[src/rtl/sram_ctrl_pkg.sv]
package sram_ctrl_pkg;

  localparam int NUM_LANES = 4;
  localparam int LANE_W    = 8;
  localparam int DATA_W    = NUM_LANES * LANE_W;

  typedef enum logic [1:0] {
    WM_32  = 2'd0,
    WM_16  = 2'd1,
    WM_8   = 2'd2,
    WM_RSV = 2'd3
  } width_mode_e;

  function automatic int cdiv(input int num, input int den);
    return (num + den - 1) / den;
  endfunction

  function automatic int imax(input int a, input int b);
    return (a > b) ? a : b;
  endfunction

  function automatic logic [NUM_LANES-1:0] lane_sel(input width_mode_e mode,
                                                    input logic [1:0] lo);
    case (mode)
      WM_16:   return lo[0] ? 4'b1100 : 4'b0011;
      WM_8:    return 4'b0001 << lo;
      default: return 4'b1111;
    endcase
  endfunction

  function automatic logic [DATA_W-1:0] lane_gather(input width_mode_e mode,
                                                    input logic [1:0] lo,
                                                    input logic [DATA_W-1:0] dq);
    logic [DATA_W-1:0] r;
    case (mode)
      WM_16:   r = {16'h0, lo[0] ? dq[31:16] : dq[15:0]};
      WM_8:    r = {24'h0, dq[8*lo +: 8]};
      default: r = dq;
    endcase
    return r;
  endfunction

endpackage

[src/rtl/sram_lane_map.sv]
module sram_lane_map
  import sram_ctrl_pkg::*;
#(
  parameter int AW = 17
) (
  input  logic [1:0]           mode_i,
  input  logic [AW+1:0]        haddr_i,
  input  logic [DATA_W-1:0]    wdata_i,
  output logic [NUM_LANES-1:0] mask_o,
  output logic [AW-1:0]        maddr_o,
  output logic [DATA_W-1:0]    mdata_o
);

  width_mode_e mode;
  assign mode   = width_mode_e'(mode_i);
  assign mask_o = lane_sel(mode, haddr_i[1:0]);

  always_comb begin
    case (mode)
      WM_16:   maddr_o = haddr_i[AW:1];
      WM_8:    maddr_o = haddr_i[AW+1:2];
      default: maddr_o = haddr_i[AW-1:0];
    endcase
  end

  for (genvar l = 0; l < NUM_LANES; l++) begin : g_lane
    always_comb begin
      case (mode)
        WM_16:   mdata_o[LANE_W*l +: LANE_W] = wdata_i[LANE_W*(l%2) +: LANE_W];
        WM_8:    mdata_o[LANE_W*l +: LANE_W] = wdata_i[LANE_W-1:0];
        default: mdata_o[LANE_W*l +: LANE_W] = wdata_i[LANE_W*l +: LANE_W];
      endcase
    end
  end

endmodule

[src/rtl/sram_cycle_fsm.sv]
module sram_cycle_fsm
  import sram_ctrl_pkg::*;
#(
  parameter int AW      = 17,
  parameter int RD_CYC  = 4,
  parameter int WP_CYC  = 3,
  parameter int REC_CYC = 1,
  parameter int DRV_CYC = 2
) (
  input  logic                 clk_i,
  input  logic                 rst_ni,
  input  logic                 req_valid_i,
  input  logic                 req_we_i,
  input  logic [1:0]           mode_i,
  input  logic [1:0]           lo_i,
  input  logic [NUM_LANES-1:0] mask_i,
  input  logic [AW-1:0]        maddr_i,
  input  logic [DATA_W-1:0]    mdata_i,
  input  logic [DATA_W-1:0]    mem_dq_i,
  output logic                 req_ready_o,
  output logic                 rsp_valid_o,
  output logic [DATA_W-1:0]    rsp_rdata_o,
  output logic [AW-1:0]        mem_addr_o,
  output logic [NUM_LANES-1:0] mem_cs_no,
  output logic [NUM_LANES-1:0] mem_we_no,
  output logic                 mem_oe_no,
  output logic [DATA_W-1:0]    mem_dq_o,
  output logic                 mem_dq_oe_o
);

  localparam int MAX_CYC = imax(imax(RD_CYC, WP_CYC), REC_CYC);
  localparam int CW      = $clog2(MAX_CYC + 1);
  localparam logic [CW-1:0] RD_LAST  = CW'(RD_CYC - 1);
  localparam logic [CW-1:0] WP_LAST  = CW'(WP_CYC - 1);
  localparam logic [CW-1:0] REC_LAST = CW'(REC_CYC - 1);
  localparam logic [CW-1:0] DRV_AT   = CW'(DRV_CYC - 1);

  typedef enum logic [1:0] {S_IDLE, S_READ, S_WPULSE, S_WREC} state_e;

  state_e      state_q;
  logic [CW-1:0] cnt_q;
  width_mode_e mode_q;
  logic [1:0]  lo_q;

  assign req_ready_o = (state_q == S_IDLE);

  always_ff @(posedge clk_i or negedge rst_ni) begin
    if (!rst_ni) begin
      state_q     <= S_IDLE;
      cnt_q       <= '0;
      mode_q      <= WM_32;
      lo_q        <= '0;
      mem_addr_o  <= '0;
      mem_cs_no   <= '1;
      mem_we_no   <= '1;
      mem_oe_no   <= 1'b1;
      mem_dq_o    <= '0;
      mem_dq_oe_o <= 1'b0;
      rsp_valid_o <= 1'b0;
      rsp_rdata_o <= '0;
    end else begin
      rsp_valid_o <= 1'b0;
      case (state_q)
        S_IDLE: begin
          if (req_valid_i) begin
            mem_addr_o <= maddr_i;
            mem_dq_o   <= mdata_i;
            mode_q     <= width_mode_e'(mode_i);
            lo_q       <= lo_i;
            cnt_q      <= '0;
            mem_cs_no  <= ~mask_i;
            if (req_we_i) begin
              mem_we_no <= ~mask_i;  // cs and we fall together: memory stays high-Z
              state_q   <= S_WPULSE;
            end else begin
              state_q   <= S_READ;
            end
          end
        end
        S_READ: begin
          cnt_q <= cnt_q + 1'b1;
          if (cnt_q == RD_LAST) begin
            rsp_rdata_o <= lane_gather(mode_q, lo_q, mem_dq_i);
            rsp_valid_o <= 1'b1;
            mem_cs_no   <= '1;
            mem_oe_no   <= 1'b1;
            state_q     <= S_IDLE;
          end else if (cnt_q == '0) begin
            mem_oe_no <= 1'b0;  // one clock after cs, driver already off
          end
        end
        S_WPULSE: begin
          cnt_q <= cnt_q + 1'b1;
          if (cnt_q == DRV_AT) mem_dq_oe_o <= 1'b1;
          if (cnt_q == WP_LAST) begin
            mem_cs_no <= '1;
            mem_we_no <= '1;
            cnt_q     <= '0;
            state_q   <= S_WREC;
          end
        end
        S_WREC: begin
          cnt_q <= cnt_q + 1'b1;
          if (cnt_q == REC_LAST) begin
            mem_dq_oe_o <= 1'b0;
            state_q     <= S_IDLE;
          end
        end
        default: state_q <= S_IDLE;
      endcase
    end
  end

  assert_we_inside_cs_R10: assert property (@(posedge clk_i) disable iff (!rst_ni)
    ((~mem_we_no) & mem_cs_no) == '0);

  assert_lane_group_R10: assert property (@(posedge clk_i) disable iff (!rst_ni)
    (~mem_cs_no) inside {4'b0000, 4'b1111, 4'b0011, 4'b1100,
                         4'b0001, 4'b0010, 4'b0100, 4'b1000});

  assert_no_contention_R7: assert property (@(posedge clk_i) disable iff (!rst_ni)
    mem_dq_oe_o |-> mem_oe_no);

  assert_drive_past_we_R7: assert property (@(posedge clk_i) disable iff (!rst_ni)
    $rose(&mem_we_no) |-> mem_dq_oe_o);

  assert_oe_read_only_R5: assert property (@(posedge clk_i) disable iff (!rst_ni)
    !mem_oe_no |-> (&mem_we_no));

  assert_rsp_pulse_R5: assert property (@(posedge clk_i) disable iff (!rst_ni)
    rsp_valid_o |=> !rsp_valid_o);

  assert_addr_hold_R8: assert property (@(posedge clk_i) disable iff (!rst_ni)
    ((|(~mem_cs_no)) && $past(|(~mem_cs_no))) |-> $stable(mem_addr_o));

  assert_busy_not_ready_R9: assert property (@(posedge clk_i) disable iff (!rst_ni)
    (|(~mem_cs_no)) |-> !req_ready_o);

endmodule

[src/rtl/sram_width_ctrl.sv]
module sram_width_ctrl
  import sram_ctrl_pkg::*;
#(
  parameter int AW        = 17,
  parameter int CLK_PS    = 5000,
  parameter int T_RC_PS   = 20000,
  parameter int T_AA_PS   = 20000,
  parameter int T_OE_PS   = 9000,
  parameter int T_WP_PS   = 15000,
  parameter int T_WC_PS   = 20000,
  parameter int T_WR_PS   = 5000,
  parameter int T_OHZ_PS  = 9000
) (
  input  logic          clk_i,
  input  logic          rst_ni,
  input  logic [1:0]    mode_i,
  input  logic          req_valid_i,
  output logic          req_ready_o,
  input  logic          req_we_i,
  input  logic [AW+1:0] req_addr_i,
  input  logic [31:0]   req_wdata_i,
  output logic          rsp_valid_o,
  output logic [31:0]   rsp_rdata_o,
  output logic [AW-1:0] mem_addr_o,
  output logic [3:0]    mem_cs_no,
  output logic [3:0]    mem_we_no,
  output logic          mem_oe_no,
  output logic [31:0]   mem_dq_o,
  input  logic [31:0]   mem_dq_i,
  output logic          mem_dq_oe_o
);

  localparam int RD_CYC  = imax(imax(cdiv(T_RC_PS, CLK_PS), cdiv(T_AA_PS, CLK_PS)),
                                imax(cdiv(T_OE_PS, CLK_PS) + 1, 2));
  localparam int DRV_CYC = imax(1, cdiv(T_OHZ_PS, CLK_PS));
  localparam int WP_CYC  = imax(cdiv(T_WP_PS, CLK_PS), DRV_CYC + 1);
  localparam int REC_CYC = imax(imax(1, cdiv(T_WR_PS, CLK_PS)),
                                cdiv(T_WC_PS, CLK_PS) - WP_CYC);

  logic [NUM_LANES-1:0] mask;
  logic [AW-1:0]        maddr;
  logic [DATA_W-1:0]    mdata;

  sram_lane_map #(.AW(AW)) u_map (
    .mode_i  (mode_i),
    .haddr_i (req_addr_i),
    .wdata_i (req_wdata_i),
    .mask_o  (mask),
    .maddr_o (maddr),
    .mdata_o (mdata)
  );

  sram_cycle_fsm #(
    .AW      (AW),
    .RD_CYC  (RD_CYC),
    .WP_CYC  (WP_CYC),
    .REC_CYC (REC_CYC),
    .DRV_CYC (DRV_CYC)
  ) u_fsm (
    .clk_i       (clk_i),
    .rst_ni      (rst_ni),
    .req_valid_i (req_valid_i),
    .req_we_i    (req_we_i),
    .mode_i      (mode_i),
    .lo_i        (req_addr_i[1:0]),
    .mask_i      (mask),
    .maddr_i     (maddr),
    .mdata_i     (mdata),
    .mem_dq_i    (mem_dq_i),
    .req_ready_o (req_ready_o),
    .rsp_valid_o (rsp_valid_o),
    .rsp_rdata_o (rsp_rdata_o),
    .mem_addr_o  (mem_addr_o),
    .mem_cs_no   (mem_cs_no),
    .mem_we_no   (mem_we_no),
    .mem_oe_no   (mem_oe_no),
    .mem_dq_o    (mem_dq_o),
    .mem_dq_oe_o (mem_dq_oe_o)
  );

endmodule

[config.mk]
export PLATFORM = sky130hd
export DESIGN_NAME = sram_width_ctrl
export DESIGN_NICKNAME = d
export VERILOG_FILES = /design/src/rtl/sram_ctrl_pkg.sv /design/src/rtl/sram_lane_map.sv /design/src/rtl/sram_cycle_fsm.sv /design/src/rtl/sram_width_ctrl.sv
export SDC_FILE = /design/constraint.sdc
export NUM_CORES = 1
export LEC_CHECK = 0
export ABC_AREA = 1
export BUFFER_PORTS_ARGS = -buffer_cell sky130_fd_sc_hd__buf_2
export CAP_MARGIN = 40
export CELL_PAD_IN_SITES_DETAIL_PLACEMENT = 0
export CELL_PAD_IN_SITES_GLOBAL_PLACEMENT = 1
export CORE_MARGIN = 8
export CORE_UTILIZATION = 36
export CTS_CLUSTER_DIAMETER = 60
export DETAILED_ROUTE_END_ITERATION = 10
export MAX_ROUTING_LAYER = met4
export PLACE_DENSITY_LB_ADDON = 0.05
export SYNTH_ARGS = -nofsm -noshare
export SYNTH_HDL_FRONTEND = slang
export SYNTH_SLANG_ARGS = --single-unit
[constraint.sdc]
create_clock -name clk_i -period 2 [get_ports clk_i]
set_input_delay 0.3 -clock clk_i [delete_from_list [all_inputs] [get_ports clk_i]]
set_output_delay 0.3 -clock clk_i [all_outputs]
set_load 0.01 [all_outputs]
==> results.yml <==
clock_tree:
  max-clock-path-buffers: 2
  insertion_delay_ps: 350
  cts.htree.levels: 3
  num_cts_buffers: 9
  post_cts.resized_instances: 0
  cts.sinks: 101
  tritoncts: "done"
  post-cts-setup-buffer-count: 0
  clk_transition_reported_paths_ps: 70
  clock_tree.root_cell: "clkbuf_16"
global_route:
  grt_first_pass_wirelength_um: 29460
  grt_remaining_overflow: 0
  grt_util_all_layers: 0.1909
  antenna_found_initial: 2
  grt_pass1_vias: 5740
  grt_start_max_net_pins: 54
floorplanning:
  die-width_um: 139.6
  die_height_um: 139.6
  placement_rows: 45
  initial_utilization: 0.3647
  core-area_um2: 15090
  floorplan.die_area_um2: 19500
  boundaryPins: 182
sta:
  setup_repair_after_global_routing_missed_its_margin: "no"
  slew-limit-headroom: 0.5491
  setup_violations: 0
  fin_tns_setup_ps: 0
  transition_time_at_the_pin_with_the_least_slew_margin_ps: 676.4
  finClkSkew_ps: 8.025
  report.final.hold_viol_count: 0
  fmax_mhz: 588.8
  timing.final.crit_share: 0.8491
  finalWorstPathRequiredPeriod_ps: 1698
  slew_viol_final: 0
synthesis:
  synth_seq_cells: 101
  postSynthCellCount: 749
  synth.yosys.warnings: 0
  post_synth_most_frequent_cells: "241 x nand2_1, 96 x a21oi_1, 94 x nor2_1"
  synth_edf_count: 0
  share_of_flip_flops_with_an_asynchronous_set_or_reset_after_synthesis: 1.000
  yosys_top_cell_by_area: "dfrtp_1"
  synth.cell_area_um2: 5503
  synth_top_area_share: 0.4184
  synth.most_common_cell: "nand2_1"
  synth_area_per_cell_um2: 7.347
  prevailing_post_synth_register_cell: "dfrtp_1"
  cell_variety_after_synth: 22
  synth.yosys.seq_area_share: 0.4613
  mappedNetlistNets: 852
  yosys-top-cells-area: "dfrtp_1 42%, nand2_1 16%, a21oi_1 8.7%, nor2_1 6.4%, dfstp_2 4.3%"
drt:
  tritonroute_pass_1_iters: 6
  via_density: 5.012
  postRouteWirelength_um: 18130
  post_drt_wl_per_cell_um: 16.29
  drt_first_iter_violations: 395
  detail-route-antenna-nets: 0
  remaining_drc_errors: 0
  via_count: 5578
placement:
  place_area_um2: 6575
  numPortBuffers: 181
  dpl.hpwl_um: 13260
  gp_congestion: 0.8276
power:
  p_clk_frac: 0.172
  switching_fraction_of_total_power: 0.4367
  pwr_density_cell_nw_per_um2: 1470
  vdd_drop_max_mv: 0.5690
  cellInternalPower_mw: 5.698
  switch_pwr_mw: 4.417
  total_power_mw: 10.11
  power_leakage_nw: 3.559
  part_of_the_power_in_combinational_logic: 0.466
  power.sequential.fraction: 0.362
cells_and_area:
  nets: 1020
  layout-drive-gt1-share: 0.2636
  syn_to_final_growth_pct: 25.01
  finalInstanceArea_um2: 6879
  n_fill_cell: 1595
min_path:
  min_path_type: "input port to flip-flop"
setup_path:
  worst_setup_path_end_kind: "flip-flop"
  crit_path_frequent_cell: "inv_1"
  arrival_ps: 1970
  critical_path_required_ps: 2270
  timing.critical_path.slowest_cell_delay_ps: 430
  path_max_fanout: 41
  timing_worst_setup_path_type: "flip-flop to flip-flop"
  worst_setup_path_start_kind: "flip-flop"
  worst_path_max_delay_cell: "dfrtp_1"
  worstPathCellList: "inv_1, ha_1, nand2_2, inv_1, buf_12, nor2_1, a21oi_1"
job:
  max_cap_violations: 0
run_status:
  run_status: "finished clean"
==> stage by stage <==
step	hold slack [ps]	setup slack, ps	std cells	util
2_1_floorplan	4.409	543.9	749	-
6_report	192.0	301.7	1113	0.4559
3_5_place_dp	340.7	310.9	1093	0.4357
5_1_grt	181.7	149.1	1112	0.4557
4_1_cts	178.1	301.3	1110	0.4554
3_3_place_gp	329.1	351.8	1093	0.4357
==> sequential cells by signal (all words and copies together), names as in the netlist <==
name / flops
u_fsm.lo_q: 2
u_fsm.mem_dq_o: 32
u_fsm.mem_addr_o: 17
u_fsm.rsp_rdata_o: 32
u_fsm.mem_dq_oe_o: 1
u_fsm.rsp_valid_o: 1
u_fsm.mode_q: 2
u_fsm.mem_we_no: 4
u_fsm.mem_oe_no: 1
u_fsm.cnt_q: 3
u_fsm.state_q: 2
u_fsm.mem_cs_no: 4
==> path summary, 6_finish.rpt <==
kind                       slack, ps                from  cells after the start               endpoint
max                              300    u_fsm.state_q[0]                      7     u_fsm.mem_dq_o[14]
min                              190     req_wdata_i[17]                      3     u_fsm.mem_dq_o[17]
max reg2reg                      300    u_fsm.state_q[0]                      7     u_fsm.mem_dq_o[14]
min reg2reg                      460  u_fsm.mem_cs_no[1]                      2     u_fsm.mem_cs_no[1]
max in group asynchronous        830              rst_ni                      3     u_fsm.mem_we_no[2]
min in group asynchronous        490              rst_ni                      2  u_fsm.rsp_rdata_o[22]
==> power by group through the flow <==
| stage | Sequential, mW | Combinational [mW] | Clock, mW |
|---|---|---|---|
| 2_1_floorplan | 3.95 | 2.68 | 0 |
| 4_1_cts | 3.66 | 4.78 | 1.79 |
| 3_5_place_dp | 3.68 | 4.77 | 0 |
| 6_report | 3.66 | 4.72 | 1.74 |
| 3_3_place_gp | 3.67 | 4.73 | 0 |
| 5_1_grt | 3.79 | 5.32 | 1.88 |
==> critical path, delay by kind of cell (launching register included) <==
kind,cells,cell delay (ps)
adders and majority gates,1,220
AOI/OAI and AO/OA,1,130
DFF,1,430
buffers and inverters,3,510
and+or+nand+nor,2,300
==> layout make-up <==
type,instances,area [um2],share of cell area
Inverter,52,200.2,0.02910
Timing Repair Buffer,199,1096,0.1593
Sequential cell,101,2539,0.3690
Tap cell,188,235.2,0.03419
Multi-Input combinational cell,554,2515,0.3656
Clock inverter,4,30.03,0.004365
Antenna cell,3,7.507,0.001091
Clock buffer,12,256.5,0.03729
==> repair_timing <==
action	4_1_cts	5_1_grt
endpoints found under the hold margin	36	0
endpoints found under the setup margin	0	0
hold buffers	1	0
==> routing by layer <==
layer  vias up  track usage  part of all wire
li1       2734            -                 -
met1      2660       0.2341              0.46
met2       168       0.3076              0.46
met3        16      0.04720             0.065
met4         0      0.05486             0.012
met5         -            -                 0
==> cells in the final DEF, fill, tap and decap left out, drive strengths merged <==
cell type | Yosys | routed
clkinvlp | 0 | 1
dfrtp | 92 | 92
ha | 14 | 14
o21ai | 48 | 48
nor2 | 97 | 97
buf | 33 | 198
nand3 | 29 | 29
inv | 52 | 53
a31oi | 1 | 1
clkinv | 0 | 2
clkbuf | 9 | 12
dfstp | 9 | 9
nand2 | 252 | 252
o22ai | 17 | 17
a21oi | 96 | 96
dlygate4sd3 | 0 | 1
diode | 0 | 3
==> cell families (layout without fill, tap and decap cells) <==
family                   after synthesis  in the layout  synth area share
AO/OA/AOI/OAI                        162            162            0.1514
adder cells (fa/ha/maj)               14             14           0.03183
buffers and inverters                 94            267           0.08208
flip-flops                           101            101            0.4613
other                                  0              3                 0
AND/OR/NAND/NOR                      378            378            0.2733
Power figures use the tool's default switching activity.
